File: config.mk
export PLATFORM = sky130hd
export DESIGN_NAME = alarm_irq_ctrl
export DESIGN_NICKNAME = d
export VERILOG_FILES = /design/src/rtl/alarm_irq_pkg.sv /design/src/rtl/alarm_sync.sv /design/src/rtl/alarm_group.sv /design/src/rtl/alarm_regbus.sv /design/src/rtl/alarm_irq_ctrl.sv
export SDC_FILE = /design/constraint.sdc
export NUM_CORES = 1
export LEC_CHECK = 0
export BUFFER_PORTS_ARGS = -buffer_cell sky130_fd_sc_hd__buf_2
export CAP_MARGIN = 20
export CELL_PAD_IN_SITES_DETAIL_PLACEMENT = 0
export CELL_PAD_IN_SITES_GLOBAL_PLACEMENT = 2
export CORE_UTILIZATION = 42
export CTS_CLUSTER_SIZE = 16
export DETAILED_ROUTE_END_ITERATION = 12
export PLACE_DENSITY = 0.93
export SLEW_MARGIN = 20
export SYNTH_ARGS = -nofsm -noshare
export SYNTH_HDL_FRONTEND = slang
export SYNTH_SLANG_ARGS = --single-unit
File: constraint.sdc
create_clock -name clk -period 7.85 [get_ports clk]
set_input_delay 1.57 -clock clk [delete_from_list [all_inputs] [get_ports clk]]
set_output_delay 1.57 -clock clk [all_outputs]
set_load 0.005 [all_outputs]
File: src/rtl/alarm_irq_pkg.sv
package alarm_irq_pkg;
  localparam int NGRP = 2;
  localparam int GRP_LOS = 0;
  localparam int GRP_AIS = 1;

  localparam logic [7:0] ADR_LOS_LIVE = 8'h04;
  localparam logic [7:0] ADR_LOS_EN   = 8'h06;
  localparam logic [7:0] ADR_LOS_PEND = 8'h08;
  localparam logic [7:0] ADR_AIS_LIVE = 8'h13;
  localparam logic [7:0] ADR_AIS_EN   = 8'h14;
  localparam logic [7:0] ADR_AIS_PEND = 8'h15;

  function automatic logic [7:0] live_adr(input int g);
    return (g == GRP_LOS) ? ADR_LOS_LIVE : ADR_AIS_LIVE;
  endfunction

  function automatic logic [7:0] en_adr(input int g);
    return (g == GRP_LOS) ? ADR_LOS_EN : ADR_AIS_EN;
  endfunction

  function automatic logic [7:0] pend_adr(input int g);
    return (g == GRP_LOS) ? ADR_LOS_PEND : ADR_AIS_PEND;
  endfunction
endpackage

File: src/rtl/alarm_sync.sv
module alarm_sync #(
  parameter int W = 8
) (
  input  logic         clk,
  input  logic         rst_n,
  input  logic [W-1:0] d_async,
  output logic [W-1:0] d_sync
);
  logic [W-1:0] meta_q;
  logic [W-1:0] stab_q;

  always_ff @(posedge clk or negedge rst_n) begin
    if (!rst_n) begin
      meta_q <= '0;
      stab_q <= '0;
    end else begin
      meta_q <= d_async;
      stab_q <= meta_q;
    end
  end

  assign d_sync = stab_q;
endmodule

File: src/rtl/alarm_group.sv
module alarm_group #(
  parameter int W = 8
) (
  input  logic         clk,
  input  logic         rst_n,
  input  logic [W-1:0] live,
  input  logic         en_we,
  input  logic [W-1:0] en_wdata,
  input  logic         clr,
  output logic [W-1:0] en_q,
  output logic [W-1:0] chg,
  output logic [W-1:0] pend_q
);
  logic [W-1:0] prev_q;
  logic [W-1:0] en_d;
  logic [W-1:0] pend_d;

  assign chg = live ^ prev_q;

  always_comb begin
    en_d = en_q;
    if (en_we) en_d = en_wdata;
    // set term is ORed after the clear: a coincident event survives
    pend_d = (pend_q & {W{~clr}}) | (chg & en_q);
  end

  always_ff @(posedge clk or negedge rst_n) begin
    if (!rst_n) begin
      prev_q <= '0;
      en_q   <= '0;
      pend_q <= '0;
    end else begin
      prev_q <= live;
      en_q   <= en_d;
      pend_q <= pend_d;
    end
  end
endmodule

File: src/rtl/alarm_regbus.sv
module alarm_regbus
  import alarm_irq_pkg::*;
#(
  parameter int W  = 8,
  parameter int AW = 8
) (
  input  logic                    clk,
  input  logic                    rst_n,
  input  logic [AW-1:0]           addr,
  input  logic                    rd_en,
  input  logic                    wr_en,
  input  logic [NGRP-1:0][W-1:0]  live,
  input  logic [NGRP-1:0][W-1:0]  en,
  input  logic [NGRP-1:0][W-1:0]  pend,
  output logic [NGRP-1:0]         en_we,
  output logic [NGRP-1:0]         clr,
  output logic [W-1:0]            rdata
);
  logic [W-1:0] rd_mux;
  logic [W-1:0] rdata_d;

  always_comb begin
    rd_mux = '0;
    for (int g = 0; g < NGRP; g++) begin
      en_we[g] = wr_en && (addr == AW'(en_adr(g)));
      clr[g]   = rd_en && ((addr == AW'(live_adr(g))) || (addr == AW'(pend_adr(g))));
      if (addr == AW'(live_adr(g))) rd_mux = live[g];
      if (addr == AW'(en_adr(g)))   rd_mux = en[g];
      if (addr == AW'(pend_adr(g))) rd_mux = pend[g];
    end
    rdata_d = rdata;
    if (rd_en) rdata_d = rd_mux;
  end

  always_ff @(posedge clk or negedge rst_n) begin
    if (!rst_n) rdata <= '0;
    else        rdata <= rdata_d;
  end
endmodule

File: src/rtl/alarm_irq_ctrl.sv
module alarm_irq_ctrl
  import alarm_irq_pkg::*;
#(
  parameter int NCH = 8,
  parameter int AW  = 8
) (
  input  logic           clk,
  input  logic           rst_n,
  input  logic [NCH-1:0] los_in,
  input  logic [NCH-1:0] ais_in,
  input  logic [AW-1:0]  addr,
  input  logic           wr_en,
  input  logic [NCH-1:0] wdata,
  input  logic           rd_en,
  output logic [NCH-1:0] rdata,
  output logic           irq_pull,
  output logic           irq_n
);
  logic                     rst_m_q;
  logic                     rst_q_n;
  logic [NGRP-1:0][NCH-1:0] raw;
  logic [NGRP-1:0][NCH-1:0] live;
  logic [NGRP-1:0][NCH-1:0] en_v;
  logic [NGRP-1:0][NCH-1:0] chg_v;
  logic [NGRP-1:0][NCH-1:0] pend_v;
  logic [NGRP-1:0]          en_we;
  logic [NGRP-1:0]          clr;

  always_ff @(posedge clk or negedge rst_n) begin
    if (!rst_n) begin
      rst_m_q <= 1'b0;
      rst_q_n <= 1'b0;
    end else begin
      rst_m_q <= 1'b1;
      rst_q_n <= rst_m_q;
    end
  end

  assign raw[GRP_LOS] = los_in;
  assign raw[GRP_AIS] = ais_in;

  for (genvar g = 0; g < NGRP; g++) begin : g_grp
    alarm_sync #(.W(NCH)) u_sync (
      .clk     (clk),
      .rst_n   (rst_q_n),
      .d_async (raw[g]),
      .d_sync  (live[g])
    );
    alarm_group #(.W(NCH)) u_grp (
      .clk      (clk),
      .rst_n    (rst_q_n),
      .live     (live[g]),
      .en_we    (en_we[g]),
      .en_wdata (wdata),
      .clr      (clr[g]),
      .en_q     (en_v[g]),
      .chg      (chg_v[g]),
      .pend_q   (pend_v[g])
    );
  end

  alarm_regbus #(.W(NCH), .AW(AW)) u_bus (
    .clk   (clk),
    .rst_n (rst_q_n),
    .addr  (addr),
    .rd_en (rd_en),
    .wr_en (wr_en),
    .live  (live),
    .en    (en_v),
    .pend  (pend_v),
    .en_we (en_we),
    .clr   (clr),
    .rdata (rdata)
  );

  assign irq_pull = |pend_v;
  assign irq_n    = ~irq_pull;
endmodule

==> flow_summary.ini, run 1 <==
[clocking]
insertion_delay_ns = 0.36
cts_resized = 0
cts_num_sinks = 90
cts_root_buffer = clkbuf_8
cts.clk_slew.worst_paths_ns = 0.09
htree_levels = 3
cts_hold_buf = 0
cts_buffers = 9
clockBufferDepth = 2
post_cts_buffers = 0
tritoncts = yes

[route]
first_pass_iters = 4
vias = 2230
wl_per_cell_um = 18.39
drtAntennaViolNets = 0
drcViolationCount = 0
drt_wl_total_um = 7446
viasPerCell = 5.506
drt-initial-drc-count = 109

[timing]
drv_slew = 0
worst_pin_slew_ns = 0.9757
finalClockSkew_ns = 0.006959
hold_violations = 0
setup_viol = 0
fin_tns_setup_ns = 0
rsz0062_at_grt = no
fmax_mhz = 288.8
finalCritPeriodShare_pct = 44.11
min_period_ns = 3.462
slew_headroom_pct = 34.89

[yosys]
synth_flop_cell = dfrtp_1
async_flop_share_pct = 100.0
yosysWarnings = 0
ys_seq_area_share_pct = 64.15
synth_edf_count = 0
syn-num-nets = 291
avgSynthCellArea_um2 = 13.77
synth_cells = 255
ys_ff_latch = 90
synth.distinct_cells = 40
netlist_area_um2 = 3511

[cells_and_area]
antenna_cells = 0
area_growth_pct = 14.79
utilization_pct = 51.09
finalNetCount = 334
most-common-layout-cells = dfrtp_1, buf_2, xor2_1
drive_above_1_share_pct = 28.05
final_common_cell = dfrtp_1

[floorplan]
ios = 46
start_util_pct = 44.51
core-area_um2 = 7888
die_x_um = 93.43
rows = 32
dieArea_um2 = 8729
die_y_um = 93.43

[pwr]
ir_drop_mv = 0.1087
finalPower_mw = 1.010
pwr_density_cell_nw_per_um2 = 250.5
p_leak_nw = 1.825

[placement]
hpwlAfterDp_um = 5050
portBuffers = 45
place.gp.congestion = 0.8430

[worst_setup_path]
endpoint_kind = flop
reg2regPathDepth = 5
start_kind = primary input
rr_endpoint = u_bus.rdata[3]
reg2reg_setup_slack_ns = 6.63
cp_data_required_time_ns = 8.10
startpoint = addr[1]
worstSetupPathType = in2reg
critical_path_arrival_ns = 3.71
reg2reg_from = g_grp[1].u_sync.d_sync[3]
path_max_fanout = 25

[grt]
antenna_found_initial = 0
grt_max_degree = 89
grt_pass1_vias = 2298
grt_pass1_wl_um = 12140
overflow = 0
grt_use_total_pct = 19.05

[hold_path]
min_to = g_grp[1].u_sync.d_sync[7]
hp-start = g_grp[1].u_sync.meta_q[7]
min_delay_path_depth = 0
hp-class = reg2reg

[run_status]
status = finished, final reports clean

[run]
drv_cap = 0
-- routing by layer --
layer  up-vias  GRT usage, %  routed length [um]
li1       1030             -                   -
met1      1126         25.89                3413
met2        64         29.47                3527
met3        10         4.634                 379
met4         0         7.564                 126
met5         -             0                   0
-- registers in the layout, indices dropped and copies added, names as in the netlist --
| register | flops |
|---|---|
| rst_m_q | 1 |
| g_grp.u_sync.d_sync | 16 |
| rst_q_n | 1 |
| g_grp.u_grp.prev_q | 16 |
| g_grp.u_grp.pend_q | 16 |
| u_bus.rdata | 8 |
| g_grp.u_sync.meta_q | 16 |
| g_grp.u_grp.en_q | 16 |
-- power by group --
part	total (mW)	leakage (nW)	switching, mW	internal [mW]
registers	0.564	1.10	0.0473	0.517
clock network	0.344	0.109	0.157	0.187
logic	0.101	0.621	0.0456	0.0552
-- worst max path at each step --
stage | slack [ns] | end | cells after the start
2_1_floorplan | 4.82 | g_grp[0].u_grp.en_q[0] | 5
3_3_place_gp | 4.08 | g_grp[1].u_grp.pend_q[3] | 4
3_5_place_dp | 4.08 | g_grp[1].u_grp.pend_q[2] | 4
4_1_cts | 4.45 | g_grp[1].u_grp.pend_q[2] | 4
5_1_grt | 4.32 | g_grp[1].u_grp.pend_q[1] | 4
6_report | 4.39 | g_grp[1].u_grp.pend_q[2] | 4
-- critical path, stage by stage --
cell and delay (ns):
buf_2 0.34, nor2b_1 0.77, o2111ai_1 0.60, a22o_1 0.42
-- through the flow --
step           worst slack, ns  std cells  instance area [um^2]  hold WS [ns]
2_1_floorplan            4.815        255                  3511        0.3312
3_3_place_gp             4.080        389                  3807        0.3320
3_5_place_dp             4.084        389                  3807        0.3347
4_1_cts                  4.454        405                  4026        0.3550
5_1_grt                  4.322        405                  4030        0.3571
6_report                 4.388        405                  4030        0.3529
-- cell families (layout without fill, tap and decap cells) --
family	after synthesis	in the layout	synth area share, %
flip-flops	90	90	64.15
AO/OA/AOI/OAI	80	80	15.89
buffers and inverters	17	65	2.352
multiplexers	17	17	6.273
AND/OR/NAND/NOR	33	33	6.985
other	1	1	0.1068
XOR/XNOR	17	17	4.241
-- layout make-up --
class | instances | area (um^2)
clock buffers | 11 | 141.4
inverters | 2 | 7.507
well taps | 102 | 127.6
multi-input cells | 148 | 1176
fillers | 707 | 3857
flip-flops and latches | 90 | 2256
repair buffers | 47 | 244.0
clock inverters | 5 | 77.57
-- cells in the mapped netlist, types with 3 or more instances --
library cell / n / area [um^2]
xor2_1: 17 / 148.9
o21ai_0: 8 / 40.04
a22oi_1: 7 / 52.55
o22a_1: 7 / 61.31
a21oi_1: 14 / 70.07
a21o_1: 7 / 52.55
dfrtp_1: 90 / 2252
mux2_4: 8 / 120.1
a22o_1: 16 / 140.1
nand3b_1: 8 / 60.06
a31oi_1: 9 / 56.30
mux2_2: 8 / 90.09
o22ai_1: 8 / 50.05
nor4_1: 4 / 25.02
nand4_1: 3 / 18.77
clkbuf_1: 11 / 41.29
nor2b_1: 3 / 18.77
No activity file was read; power rests on OpenSTA's default activity.
==> run 2: changes to the inputs <==
--- a/config.mk
+++ b/config.mk
@@ -9,10 +9,10 @@
 export CAP_MARGIN = 20
 export CELL_PAD_IN_SITES_DETAIL_PLACEMENT = 0
 export CELL_PAD_IN_SITES_GLOBAL_PLACEMENT = 2
-export CORE_UTILIZATION = 42
+export CORE_UTILIZATION = 39
 export CTS_CLUSTER_SIZE = 16
 export DETAILED_ROUTE_END_ITERATION = 12
-export PLACE_DENSITY = 0.93
+export PLACE_DENSITY = 0.88
 export SLEW_MARGIN = 20
 export SYNTH_ARGS = -nofsm -noshare
 export SYNTH_HDL_FRONTEND = slang
==> constraint.sdc (replaced) <==
create_clock -name clk -period 3.3 [get_ports clk]
set_input_delay 0.66 -clock clk [delete_from_list [all_inputs] [get_ports clk]]
set_output_delay 0.66 -clock clk [all_outputs]
set_load 0.005 [all_outputs]
==> run 2 against run 1 <==
Against the previous run: clock skew grew 0.0073 ns; largest power group unchanged; critical path type is now reg2out; combinational power grew 130%; largest cell class unchanged; via count grew 0.54%.
==> flow_summary.ini, run 2 (same netlist as run 1, synthesis figures left out) <==
[floorplan]
rows = 34
die_x_um = 96.88
dieArea_um2 = 9386
ios = 46
die_y_um = 96.88
core-area_um2 = 8721
start_util_pct = 40.26

[clocking]
insertion_delay_ns = 0.36
cts_buffers = 9
htree_levels = 3
cts_root_buffer = clkbuf_8
cts_num_sinks = 90
cts_resized = 0
cts_hold_buf = 0
clockBufferDepth = 2
tritoncts = yes
cts.clk_slew.worst_paths_ns = 0.10
post_cts_buffers = 0

[placement]
place.gp.congestion = 0.8328
hpwlAfterDp_um = 5104
portBuffers = 45

[grt]
grt_max_degree = 89
overflow = 0
antenna_found_initial = 0
grt_pass1_vias = 2348
grt_use_total_pct = 17.25
grt_pass1_wl_um = 12350

[run_status]
status = finished, final reports clean

[timing]
slew_headroom_pct = 46.01
finalCritPeriodShare_pct = 66.84
fin_tns_setup_ns = 0
drv_slew = 0
setup_viol = 0
min_period_ns = 2.206
worst_pin_slew_ns = 0.8090
hold_violations = 0
fmax_mhz = 453.4
rsz0062_at_grt = no
finalClockSkew_ns = 0.01424

[route]
drtAntennaViolNets = 0
vias = 2242
viasPerCell = 5.429
drt-initial-drc-count = 102
drt_wl_total_um = 7339
wl_per_cell_um = 17.77
drcViolationCount = 0
first_pass_iters = 4

[pwr]
p_sw_share_pct = 27.45
switchingPower_uw = 633.6
clock_power_share_pct = 31.3
p_int_mw = 1.675
finalPower_mw = 2.308
ir_drop_mv = 0.2686
pwr_density_cell_nw_per_um2 = 571.2
pwr-share-comb_pct = 10.1
p_leak_nw = 1.829
p_seq_share_pct = 58.6

[worst_setup_path]
worstSetupPathType = reg2out
rr_endpoint = u_bus.rdata[3]
cp_data_required_time_ns = 2.64
path_max_fanout = 3
start_kind = flop
reg2regPathDepth = 5
endpoint_kind = output port
critical_path_arrival_ns = 1.55
reg2reg_from = g_grp[1].u_sync.d_sync[3]
reg2reg_setup_slack_ns = 2.00
crit_end = irq_n
startpoint = g_grp[0].u_grp.pend_q[2]

[run]
drv_cap = 0

[cells_and_area]
area_growth_pct = 15.11
antenna_cells = 0
most-common-layout-cells = dfrtp_1, buf_2, xor2_1
final_common_cell = dfrtp_1
drive_above_1_share_pct = 28.85
finalNetCount = 336

[hold_path]
hp-class = in2async
## run 2: layer usage
layer  track usage (%)  vias up  routed length, um  share of wire (%)
li1                  -     1034                  -                  -
met3             5.636       10                320                4.4
met1             23.15     1131               3369                 46
met4             7.233        0                153                2.1
met5                 0        -                  0                  0
met2             25.73       67               3495                 48
## run 2: per-stage QoR
stage | std cells | utilization, % | cell area, um^2 | setup slack [ns] | hold WS [ns]
after global placement | 396 | 43.83 | 3822 | 0.8853 | 0.3323
after CTS | 412 | 46.03 | 4014 | 1.073 | 0.04019
after floorplan | 255 | - | 3511 | 0.6076 | 0.3312
after detailed placement | 396 | 43.83 | 3822 | 0.8127 | 0.3347
final | 413 | 46.34 | 4041 | 1.094 | 0.05770
after global routing | 413 | 46.34 | 4041 | 0.9763 | 0.02550
## run 2: area by class of cell
cell class / count / area, um^2
inverters: 2 / 7.507
fillers: 767 / 4679
clock buffers: 10 / 137.6
multi-input cells: 148 / 1176
well taps: 108 / 135.1
clock inverters: 6 / 53.80
flip-flops and latches: 90 / 2256
repair buffers: 49 / 275.3
## run 2: power groups by stage
stage	Sequential, mW	Combinational [mW]	Clock [mW]
floorplan	1.33	0.162	0
global placement	1.39	0.212	0
detailed placement	1.39	0.219	0
CTS	1.37	0.220	0.750
global route	1.38	0.262	0.797
finish	1.35	0.233	0.722
## run 2: worst min-delay path by stage
stage | from | end | slack [ns] | cells after the start
after floorplan | g_grp[0].u_sync.meta_q[0] | g_grp[0].u_sync.d_sync[0] | 0.33 | 0
after global placement | g_grp[1].u_sync.meta_q[6] | g_grp[1].u_sync.d_sync[6] | 0.33 | 0
after detailed placement | g_grp[0].u_sync.meta_q[2] | g_grp[0].u_sync.d_sync[2] | 0.33 | 0
after CTS | rst_n | rst_q_n | 0.04 | 1
after global routing | rst_n | rst_q_n | 0.03 | 1
final | rst_n | rst_q_n | 0.06 | 1
## run 2: critical path: stages (launching register included)
cell	delay, ns
dfrtp_1	0.43
nor4_1	0.38
nand4_1	0.21
inv_1	0.08
buf_2	0.10
